$ cat src/rtl/ppseq_pkg.sv
package ppseq_pkg;
   typedef enum logic [1:0] {
      PH_IDLE   = 2'd0,
      PH_ERASE  = 2'd1,
      PH_PROG   = 2'd2,
      PH_SETTLE = 2'd3
   } ppseq_phase_e;
endpackage

$ cat src/rtl/ppseq_load_window.sv
module ppseq_load_window #(
   parameter int ADDR_W  = 15,
   parameter int DATA_W  = 8,
   parameter int OFF_W   = 6,
   parameter int WIN_CYC = 7500
) (
   input  logic                                   clk,
   input  logic                                   rst_n,
   input  logic                                   ld_valid_i,
   input  logic [ADDR_W-1:0]                      ld_addr_i,
   input  logic [DATA_W-1:0]                      ld_data_i,
   input  logic                                   busy_i,
   input  logic                                   clear_i,
   output logic                                   start_o,
   output logic [ADDR_W-OFF_W-1:0]                page_o,
   output logic [DATA_W-1:0]                      last_data_o,
   output logic [(1<<OFF_W)-1:0]                  mask_o,
   output logic [(1<<OFF_W)-1:0][DATA_W-1:0]      latch_o
);
   localparam int PAGE_BYTES = 1 << OFF_W;
   localparam int PAGE_W     = ADDR_W - OFF_W;
   localparam int CNT_W      = $clog2(WIN_CYC + 1);

   generate
      if (WIN_CYC < 2) begin : g_bad_win
         $error("WIN_CYC must be at least 2");
      end
      if (PAGE_W < 1) begin : g_bad_addr
         $error("ADDR_W must exceed OFF_W");
      end
   endgenerate

   logic              open_q;
   logic [CNT_W-1:0]  cnt_q;
   logic [PAGE_W-1:0] page_q;
   logic [DATA_W-1:0] last_q;
   logic              accept;
   logic [OFF_W-1:0]  ld_off;

   assign accept  = ld_valid_i && !busy_i;
   assign ld_off  = ld_addr_i[OFF_W-1:0];
   assign start_o = open_q && !ld_valid_i && !busy_i && (cnt_q == CNT_W'(WIN_CYC - 1));

   always_ff @(posedge clk) begin
      if (!rst_n) begin
         open_q <= 1'b0;
         cnt_q  <= '0;
         page_q <= '0;
         last_q <= '0;
      end else if (accept) begin
         open_q <= 1'b1;
         cnt_q  <= '0;
         page_q <= ld_addr_i[ADDR_W-1:OFF_W];
         last_q <= ld_data_i;
      end else if (open_q && !busy_i) begin
         if (cnt_q == CNT_W'(WIN_CYC - 1)) begin
            open_q <= 1'b0;
            cnt_q  <= '0;
         end else begin
            cnt_q <= cnt_q + 1'b1;
         end
      end
   end

   generate
      for (genvar g = 0; g < PAGE_BYTES; g++) begin : g_byte
         always_ff @(posedge clk) begin
            if (!rst_n) begin
               mask_o[g]  <= 1'b0;
               latch_o[g] <= '1;
            end else if (clear_i) begin
               mask_o[g]  <= 1'b0;
            end else if (accept && ld_off == OFF_W'(g)) begin
               mask_o[g]  <= 1'b1;
               latch_o[g] <= ld_data_i;
            end
         end
      end
   endgenerate

   assign page_o      = page_q;
   assign last_data_o = last_q;


   mask_hold_chk: assert property (@(posedge clk) disable iff (!rst_n)
      (busy_i && !clear_i) |=> $stable(mask_o));


   page_hold_chk: assert property (@(posedge clk) disable iff (!rst_n)
      busy_i |=> $stable(page_o));
endmodule

$ cat src/rtl/ppseq_busy_timer.sv
module ppseq_busy_timer
   import ppseq_pkg::*;
#(
   parameter int OFF_W   = 6,
   parameter int CYC_CYC = 500000
) (
   input  logic             clk,
   input  logic             rst_n,
   input  logic             start_i,
   output logic             busy_o,
   output logic             done_o,
   output logic             wr_en_o,
   output logic             wr_erase_o,
   output logic [OFF_W-1:0] wr_off_o
);
   localparam int PAGE_BYTES = 1 << OFF_W;
   localparam int CNT_W      = $clog2(CYC_CYC + 1);

   generate
      if (CYC_CYC < 2 * PAGE_BYTES + 1) begin : g_bad_cyc
         $error("CYC_CYC too short for erase and program passes");
      end
   endgenerate

   ppseq_phase_e     phase_q;
   logic [CNT_W-1:0] cnt_q;
   logic [OFF_W-1:0] off_q;
   logic             last_cyc;
   logic             last_off;

   assign last_cyc = (cnt_q == CNT_W'(CYC_CYC - 1));
   assign last_off = (off_q == OFF_W'(PAGE_BYTES - 1));

   always_ff @(posedge clk) begin
      if (!rst_n) begin
         phase_q <= PH_IDLE;
         cnt_q   <= '0;
         off_q   <= '0;
      end else begin
         case (phase_q)
            PH_IDLE: begin
               if (start_i) begin
                  phase_q <= PH_ERASE;
                  cnt_q   <= '0;
                  off_q   <= '0;
               end
            end
            default: begin
               if (last_cyc) begin
                  phase_q <= PH_IDLE;
                  cnt_q   <= '0;
                  off_q   <= '0;
               end else begin
                  cnt_q <= cnt_q + 1'b1;
                  if (phase_q != PH_SETTLE) begin
                     off_q <= off_q + 1'b1;
                     if (last_off) begin
                        phase_q <= (phase_q == PH_ERASE) ? PH_PROG : PH_SETTLE;
                     end
                  end
               end
            end
         endcase
      end
   end

   assign busy_o     = (phase_q != PH_IDLE);
   assign done_o     = busy_o && last_cyc;
   assign wr_en_o    = (phase_q == PH_ERASE) || (phase_q == PH_PROG);
   assign wr_erase_o = (phase_q == PH_ERASE);
   assign wr_off_o   = off_q;


   busy_run_chk: assert property (@(posedge clk) disable iff (!rst_n)
      (busy_o && !done_o) |=> busy_o);


   busy_end_chk: assert property (@(posedge clk) disable iff (!rst_n)
      done_o |=> !busy_o);


   erase_first_chk: assert property (@(posedge clk) disable iff (!rst_n)
      start_i |=> (wr_erase_o && wr_off_o == '0));
endmodule

$ cat src/rtl/ppseq_store.sv
module ppseq_store #(
   parameter int ADDR_W      = 15,
   parameter int DATA_W      = 8,
   parameter int OFF_W       = 6,
   parameter int STORE_PAGES = 4
) (
   input  logic                      clk,
   input  logic                      rst_n,
   input  logic                      wr_en_i,
   input  logic [ADDR_W-OFF_W-1:0]   wr_page_i,
   input  logic [OFF_W-1:0]          wr_off_i,
   input  logic [DATA_W-1:0]         wr_data_i,
   input  logic                      rd_en_i,
   input  logic [ADDR_W-1:0]         rd_addr_i,
   input  logic                      busy_i,
   input  logic                      start_i,
   input  logic [DATA_W-1:0]         last_data_i,
   output logic [DATA_W-1:0]         rd_data_o
);
   localparam int PAGE_W    = ADDR_W - OFF_W;
   localparam int SLOT_W    = (STORE_PAGES > 1) ? $clog2(STORE_PAGES) : 1;
   localparam int MEM_DEPTH = (1 << SLOT_W) << OFF_W;

   generate
      if (DATA_W < 3) begin : g_bad_data
         $error("DATA_W must be at least 3");
      end
      if ((STORE_PAGES & (STORE_PAGES - 1)) != 0) begin : g_bad_pages
         $error("STORE_PAGES must be a power of two");
      end
      if (SLOT_W > PAGE_W) begin : g_bad_slots
         $error("STORE_PAGES exceeds addressable pages");
      end
   endgenerate

   logic [SLOT_W-1:0] wr_slot;
   logic [SLOT_W-1:0] rd_slot;
   logic [PAGE_W-1:0] rd_page;
   logic              unused_page_bits;

   assign rd_page = rd_addr_i[ADDR_W-1:OFF_W];

   generate
      if (STORE_PAGES > 1) begin : g_multi
         assign wr_slot = wr_page_i[SLOT_W-1:0];
         assign rd_slot = rd_page[SLOT_W-1:0];
      end else begin : g_single
         assign wr_slot = '0;
         assign rd_slot = '0;
      end
   endgenerate

   assign unused_page_bits = ^{wr_page_i, rd_page};

   logic [DATA_W-1:0] mem_q [MEM_DEPTH];
   logic              tog_q;
   logic [DATA_W-1:0] status;

   assign status = {~last_data_i[DATA_W-1], tog_q, last_data_i[DATA_W-3:0]};

   always_ff @(posedge clk) begin
      if (!rst_n) begin
         for (int i = 0; i < MEM_DEPTH; i++) begin
            mem_q[i] <= '1;
         end
      end else if (wr_en_i) begin
         mem_q[{wr_slot, wr_off_i}] <= wr_data_i;
      end
   end

   always_ff @(posedge clk) begin
      if (!rst_n) begin
         tog_q     <= 1'b0;
         rd_data_o <= '0;
      end else begin
         if (start_i) begin
            tog_q <= 1'b0;
         end else if (rd_en_i && busy_i) begin
            tog_q <= ~tog_q;
         end
         if (rd_en_i) begin
            rd_data_o <= busy_i ? status : mem_q[{rd_slot, rd_addr_i[OFF_W-1:0]}];
         end
      end
   end


   poll_inv_chk: assert property (@(posedge clk) disable iff (!rst_n)
      (rd_en_i && busy_i) |=> (rd_data_o[DATA_W-1] != last_data_i[DATA_W-1]));


   rd_hold_chk: assert property (@(posedge clk) disable iff (!rst_n)
      !rd_en_i |=> $stable(rd_data_o));
endmodule

$ cat src/rtl/page_prog_seq.sv
module page_prog_seq #(
   parameter int ADDR_W      = 15,
   parameter int DATA_W      = 8,
   parameter int OFF_W       = 6,
   parameter int WIN_CYC     = 7500,
   parameter int CYC_CYC     = 500000,
   parameter int STORE_PAGES = 4
) (
   input  logic              clk,
   input  logic              rst_n,
   input  logic              ld_valid,
   input  logic [ADDR_W-1:0] ld_addr,
   input  logic [DATA_W-1:0] ld_data,
   input  logic              rd_en,
   input  logic [ADDR_W-1:0] rd_addr,
   output logic [DATA_W-1:0] rd_data,
   output logic              busy
);
   localparam int PAGE_BYTES = 1 << OFF_W;
   localparam int PAGE_W     = ADDR_W - OFF_W;

   logic                               start;
   logic                               done;
   logic                               wr_en;
   logic                               wr_erase;
   logic [OFF_W-1:0]                   wr_off;
   logic [PAGE_W-1:0]                  page;
   logic [DATA_W-1:0]                  last_data;
   logic [PAGE_BYTES-1:0]              mask;
   logic [PAGE_BYTES-1:0][DATA_W-1:0]  latch;
   logic [DATA_W-1:0]                  wr_data;

   ppseq_load_window #(
      .ADDR_W (ADDR_W),
      .DATA_W (DATA_W),
      .OFF_W  (OFF_W),
      .WIN_CYC(WIN_CYC)
   ) i_window (
      .clk        (clk),
      .rst_n      (rst_n),
      .ld_valid_i (ld_valid),
      .ld_addr_i  (ld_addr),
      .ld_data_i  (ld_data),
      .busy_i     (busy),
      .clear_i    (done),
      .start_o    (start),
      .page_o     (page),
      .last_data_o(last_data),
      .mask_o     (mask),
      .latch_o    (latch)
   );

   ppseq_busy_timer #(
      .OFF_W  (OFF_W),
      .CYC_CYC(CYC_CYC)
   ) i_timer (
      .clk       (clk),
      .rst_n     (rst_n),
      .start_i   (start),
      .busy_o    (busy),
      .done_o    (done),
      .wr_en_o   (wr_en),
      .wr_erase_o(wr_erase),
      .wr_off_o  (wr_off)
   );

   assign wr_data = (wr_erase || !mask[wr_off]) ? '1 : latch[wr_off];

   ppseq_store #(
      .ADDR_W     (ADDR_W),
      .DATA_W     (DATA_W),
      .OFF_W      (OFF_W),
      .STORE_PAGES(STORE_PAGES)
   ) i_store (
      .clk        (clk),
      .rst_n      (rst_n),
      .wr_en_i    (wr_en),
      .wr_page_i  (page),
      .wr_off_i   (wr_off),
      .wr_data_i  (wr_data),
      .rd_en_i    (rd_en),
      .rd_addr_i  (rd_addr),
      .busy_i     (busy),
      .start_i    (start),
      .last_data_i(last_data),
      .rd_data_o  (rd_data)
   );


   quiet_rise_chk: assert property (@(posedge clk) disable iff (!rst_n)
      $rose(busy) |-> !$past(ld_valid));


   write_in_busy_chk: assert property (@(posedge clk) disable iff (!rst_n)
      wr_en |-> busy);
endmodule

$ cat config.mk
export PLATFORM = sky130hd
export DESIGN_NAME = page_prog_seq
export DESIGN_NICKNAME = d
export VERILOG_FILES = /design/src/rtl/ppseq_pkg.sv /design/src/rtl/ppseq_load_window.sv /design/src/rtl/ppseq_busy_timer.sv /design/src/rtl/ppseq_store.sv /design/src/rtl/page_prog_seq.sv
export SDC_FILE = /design/constraint.sdc
export NUM_CORES = 2
export LEC_CHECK = 0
export ABC_AREA = 1
export BUFFER_PORTS_ARGS = -buffer_cell sky130_fd_sc_hd__buf_2
export CAP_MARGIN = 5
export CORE_MARGIN = 2
export CORE_UTILIZATION = 30
export DETAILED_ROUTE_END_ITERATION = 8
export PLACE_DENSITY = 0.53
export SYNTH_ARGS = -nofsm -noshare
export SYNTH_HDL_FRONTEND = slang
export SYNTH_SLANG_ARGS = --single-unit
$ cat constraint.sdc
create_clock -name clk -period 6.1 [get_ports clk]
set_input_delay 0.305 -clock clk [delete_from_list [all_inputs] [get_ports clk]]
set_output_delay 0.305 -clock clk [all_outputs]
set_load 0.05 [all_outputs]
Yosys cells after proc, flatten, opt, wreduce, memory -nomap -nowiden
Memory sizes are Yosys's and may differ from the RTL's.
Cells that the tools add are included.
{"block": "classes", "n_addsub": 3, "n_lt_le_gt_ge": 1, "n_eq_ne": 70, "n_mux": 30, "bitwise": 4, "reduce_logical": 154}
{"cell": "== test 6 bit (second input constant)", "n": 33}
{"cell": "AND reduction 2 bit", "n": 66}
{"cell": "== test 6 x 5 -> 1 bit (second input constant)", "n": 16}
{"cell": "logical AND 1 bit", "n": 71}
{"cell": "two-way mux 19 bit", "n": 3}
{"cell": "binary-select mux 8 bit (select 6 bit)", "n": 1}
{"cell": "== test 6 x 4 -> 1 bit (second input constant)", "n": 8}
{"cell": "two-way mux 8 bit", "n": 5}
{"cell": "== test 6 x 3 -> 1 bit (second input constant)", "n": 4}
{"cell": "two-way mux 6 bit", "n": 4}
{"cell": "adder 19 x 1 -> 19 bit (second input constant)", "n": 1}
{"cell": "== test 19 bit (second input constant)", "n": 1}
{"cell": "adder 13 x 1 -> 13 bit (second input constant)", "n": 1}
{"cell": "== test 13 bit (second input constant)", "n": 1}
{"cell": "two-way mux 13 bit", "n": 1}
{"cell": "== test 6 x 2 -> 1 bit (second input constant)", "n": 2}
{"cell": "two-way mux 1 bit", "n": 10}
{"cell": "two-way mux 2 bit", "n": 5}
{"cell": "OR reduction 8 bit", "n": 1}
{"cell": "< comparator 6 x 7 -> 1 bit (second input constant)", "n": 1}
{"cell": "adder 6 x 1 -> 6 bit (second input constant)", "n": 1}
{"cell": "binary-select mux 1 bit (select 6 bit)", "n": 1}
{"cell": "== test 6 x 1 -> 1 bit (second input constant)", "n": 1}
{"cell": "zero test 6 bit", "n": 1}
{"cell": "12 further kinds", "n": 23}
{"block": "word_totals", "ff_bits": 636, "ram_bits": 2048, "input_bits": 42, "output_inout_bits": 9, "elab_cells": 400, "mem_count": 1}
{"memory": "i_store.mem_q", "words": 256, "width": 8, "rd": 1, "rd_ports_with_merged_regs": 0, "write_ports": 256, "line_no": "ppseq_store.sv:55", "text": "logic [DATA_W-1:0] mem_q [MEM_DEPTH];"}

Logic depth before layout (Yosys ltp)
{"block": "depth", "depth_word": 7, "ltp_mapped": 17, "ltp_nobuf": 13}

Modules after synthesis
From an unflattened synthesis, not the netlist that was laid out.
{"block": "unflattened", "cells_unflattened": 13862, "hier_area_um2": 123206.9}
{"module": "ppseq_store", "n_inst": 1, "cells_each": 9705, "area_each_um2": 93875.0, "seq_area_each_um2": 61679.2}
{"module": "ppseq_load_window", "n_inst": 1, "cells_each": 2537, "area_each_um2": 21543.2, "seq_area_each_um2": 12151.7}
{"module": "page_prog_seq", "n_inst": 1, "cells_each": 1366, "area_each_um2": 6048.3, "seq_area_each_um2": 0.0}
{"module": "ppseq_busy_timer", "n_inst": 1, "cells_each": 254, "area_each_um2": 1740.4, "seq_area_each_um2": 540.5}

Worst setup path after synthesis
Ideal clock, no wire load.
{"block": "synth_timing", "kind": "reg2reg", "from": "reg i_timer.off_q[0], in the netlist i_timer.wr_off_o[0]", "to": "mem i_store.mem_q[14][0], enable pin", "setup_time_ns": 0.384, "t_arrival_ns": 2.662, "t_required_ns": 5.716, "setup_slack_ns": 3.054, "stages_incl_launch_ff": 13, "n_path_buf": 4, "period_less_slack_ns": 3.046, "path_cell_list": "dfxtp_1 inv_2 buf_2 clkbuf_1 clkbuf_1 ha_1 inv_1 nor2_1 inv_1 nor2_1 clkinv_1 clkbuf_1 o21ai_0"}
{"element": "from (decl)", "line_no": "ppseq_busy_timer.sv:27", "text": "logic [OFF_W-1:0] off_q;"}
{"element": "from (signal assigned)", "line_no": "ppseq_busy_timer.sv:56", "text": "off_q <= off_q + 1'b1;"}
{"element": "to (decl)", "line_no": "ppseq_store.sv:55"}

==> summary.md <==
| Metric | Value |
|---|---|
| Minimum period implied by the final worst setup slack | `4.98 ns` |
| Number of buffers added by the clock tree synthesis step | `299` |
| Part of the power in registers | `0.467` |
| First drt pass iteration count | `8` |
| Actual slew at the worst max-slew pin | `1.34 ns` |
| Delay of the slowest cell on the worst path | `0.81 ns` |
| Area of the core | `0.421 sq mm` |
| Setup violators final | `0` |
| Via count of the routed design | `104000` |
| Worst clock skew | `0.0787 ns` |
| Power spent charging and discharging nets | `11.3 mW` |
| Number of nets with antenna violations after detailed routing | `0` |
| Post-synthesis cell count | `13600` |
| Headroom to the max-slew limit | `0.0958` |
| Number of global-route vias before repair | `98100` |
| Largest delay share family, worst path | `buffers and inverters` |
| Multi-input gate area in the final layout | `0.0456 sq mm` |
| Post-synth EDFFs | `2048` |
| CTS root buffer | `clkbuf_16` |
| Synth cell types | `44` |
| Critical Path Start Type | `flop` |
| Share of post-route cells with drive strength above 1 | `0.0625` |
| Buffers from clock root to sink, at most | `4` |
| Buffers & Inverters on Critical Path | `4` |
| Count of warnings emitted by yosys | `0` |
| Internal Dissipation | `30.8 mW` |
| Seq cells post-synth | `2683` |
| Setup tns final | `0 ns` |
| Power consumption | `42.1 mW` |
| Horizontal extent of the die | `655 microns` |
| Mean cell area of the mapped netlist | `9.35 sq um` |
| Number of violations reported at the end of detailed-routing iteration 0 | `11400` |
| Number of buffer cells added on primary ports | `36` |
| Register-to-Register Setup Slack | `1.12 ns` |
| Worst IR drop on VDD | `220 uV` |
| Nets | `12700` |
| Max capacitance violation total | `0` |
| Kind of capture point of the worst setup path | `flop` |
| Setup repair after global routing missed its margin | `no` |
| Average wire per cell in the routed design | `22.9 microns` |
| Switching share of power | `0.269` |
| P&R area growth vs syn | `11.0%` |
| Power share of the clock group | `0.426` |
| Static leakage | `44.7 nW` |
| Fin. Hold Viols | `0` |
| Relative contribution of combinational cells to total power | `0.107` |
| Clk sink count | `2683` |
| Netlist area before placement | `0.127 sq mm` |
| Sequential fraction of the synthesis area | `0.584` |
| Worst Setup Slack post-DPL | `1.27 ns` |
| I/O pin total | `51` |
| Min-Delay Path Class | `input port to flop` |
| WP data arrival | `5.53 ns` |
| Total Wirelength | `426000 microns` |
| Result of the run | `complete, no violations` |
| Overflow left after global routing | `0` |
| Die outline area | `0.429 sq mm` |
| Initial antenna violation count | `16` |
| Floorplan row count | `238` |
| Clk pin slew, worst setup/hold paths | `0.06 ns` |
| Detail Placement HPWL | `239000 microns` |
| Start-to-end type of the worst setup path | `flop to flop` |
| Vertical extent of the die | `655 microns` |
| Slowest stage cell on the critical path | `o2111ai_4` |
| Fill cells | `43100` |
| Starting density of the core | `0.302` |
| Largest driver fanout on the critical path | `201` |
| Async SR Flop Fraction | `0` |
| Clk_lat worst skew | `0.89 ns` |
| Pwr per Cell Area | `299 mW/mm^2` |
| Flip-flop and latch area | `0.0742 sq mm` |
| Share of the clock period used by the worst path | `0.816` |
| Pin count of the biggest net entering global routing | `232` |
| Post-CTS setup repair buffer count | `0` |
| Synthesized netlist net count | `13600` |
| Final GP Congestion | `0.809` |
| WP data required | `6.65 ns` |
| Final Core Density | `0.335` |
| Clock tree from TritonCTS | `done` |
| Max H-tree Level | `5` |
| Count of pins over their slew limit | `0` |
| Dominant register cell in the synthesized netlist | `edfxtp_1` |
| Number of design rule violations left after detail routing | `0` |
| DR vias/cell | `5.58` |
| Wire length of the first global-routing pass | `638000 microns` |
| Overall Global Routing Usage | `0.191` |
| Cell-by-cell trace of the critical path | `inv_4 > buf_4 > a21oi_1 > o21ai_0 > a21oi_1 > nor3_1 > o2111ai_4 > buf_4 > buf_12 > nand4_1` |
| Achievable clock frequency | `201 MHz` |
| Least setup slack across all paths after layout | `1.12 ns` |
[area by class of cell]
class                   count  share of cell area
clock inverters           136             0.00885
repair buffers            353              0.0263
clock buffers             395              0.0582
inverters                 235             0.00658
well taps                5640              0.0500
flip-flops and latches   2683               0.526
diodes                      8            0.000142
multi-input cells        9125               0.324
[state kept, by name, summed over array words and instances (netlist names)]
register / count
i_window.mask_o: 64
i_window.cnt_q: 13
i_timer.cnt_q: 19
i_window.page_o: 2
i_window.latch_o: 512
i_window.last_data_o: 7
i_store.mem_q: 2048
i_window.open_q: 1
i_timer.wr_off_o: 6
i_store.rd_data_o: 8
i_timer.phase_q: 2
i_store.tog_q: 1
[per-layer routing]
layer / vias to the layer above / global-route usage / share of wire
met4: 6 / 0.0673 / 0.037
met2: 3918 / 0.306 / 0.46
met3: 738 / 0.0245 / 0.068
li1: 48300 / - / -
met1: 50800 / 0.265 / 0.43
met5: - / 0 / 0.000096
[cells in the final DEF, fill, tap and decap left out, types with 6 or more instances in the layout]
master	count
dlygate4sd3_1	13
bufinv_16	20
clkbuf_1	67
edfxtp_1	2048
o22ai_1	128
ha_1	9
o211ai_1	513
a41oi_1	10
a21oi_1	148
inv_1	172
nand2_1	2847
o21ai_1	35
clkinv_1	80
nor3b_1	6
buf_12	88
nor2_1	706
diode_2	8
clkinv_2	45
clkbuf_16	307
inv_6	7
nand3_1	2045
clkbuf_8	19
o21ai_0	541
inv_8	7
nand4_1	2073
inv_2	30
buf_4	194
dfxtp_1	633
xor2_1	6
buf_2	44
clkbuf_4	8
nor3_1	18
[cells in the mapped netlist (2+ instances only)]
library cell | number | area (sq um)
clkbuf_1 | 960 | 3600
o211ai_1 | 513 | 3850
o22ai_1 | 128 | 801
buf_2 | 494 | 2470
dfxtp_1 | 635 | 12700
nor3_2 | 5 | 50.1
or2_1 | 2 | 12.5
a41oi_1 | 10 | 87.6
nand3_1 | 2045 | 10200
nor2_2 | 2 | 12.5
buf_4 | 6 | 45.0
ha_1 | 9 | 113
buf_1 | 81 | 304
clkinv_1 | 30 | 113
o21ai_0 | 544 | 2720
inv_2 | 24 | 90.1
nor3_1 | 19 | 95.1
nand4_1 | 2073 | 13000
edfxtp_1 | 2048 | 61500
and3_1 | 2 | 12.5
inv_1 | 181 | 679
a21oi_1 | 148 | 741
nand2_1 | 2847 | 10700
xor2_1 | 6 | 52.6
or2_0 | 2 | 12.5
a211oi_1 | 5 | 37.5
or2_2 | 4 | 25.0
nor4_1 | 2 | 12.5
nor2_1 | 707 | 2650
o21ai_1 | 33 | 165
nor3b_1 | 6 | 45.0
a221oi_1 | 3 | 26.3
[final timing paths]
kind,startpoint,endpoint,depth (start not counted)
max reg2reg,i_timer.wr_off_o[1],i_store.mem_q[44][4],10
min,ld_addr[4],i_window.mask_o[31],5
min reg2reg,i_window.mask_o[15],i_window.mask_o[15],2
max,i_timer.wr_off_o[1],i_store.mem_q[44][4],10
[metrics by stage]
stage,instances,hold slack [ns],area (sq um)
detailed placement,18000,0.439,131000
global route,18600,0.0837,141000
CTS,18500,0.0132,141000
global placement,18000,0.437,131000
finish,18600,0.0808,141000
floorplan,13600,0.426,127000
[cell families after synthesis]
| logic type | count (synthesis) | share of synthesized area |
|---|---|---|
| flip-flops | 2683 | 0.584 |
| XOR/XNOR | 7 | 0.000483 |
| buffers and inverters | 1778 | 0.0576 |
| adder cells (fa/ha/maj) | 9 | 0.000886 |
| AO/OA/AOI/OAI | 1392 | 0.0670 |
| AND/OR/NAND/NOR | 7717 | 0.290 |
[tightest hold or removal path: cells and delay by family]
family | cells | cell delay [ns]
buf+inv | 2 | 0.27
simple gates | 2 | 0.19
compound gates | 1 | 0.16
[power groups by stage]
stage	Sequential [mW]	Clock (mW)	Combinational, mW
after floorplan	20.1	0	2.82
final	19.7	18.0	4.52
after global placement	20.1	0	4.44
after detailed placement	20.1	0	4.44
after global routing	19.7	18.9	4.82
after CTS	19.7	18.2	4.46
[timing repair]
action                                  4_1_cts  5_1_grt
endpoints found under the hold margin        20        0
gates resized for setup                       0        0
endpoints found under the setup margin        0        0
hold buffers                                 13        0
(Power assumes the default switching activity.)
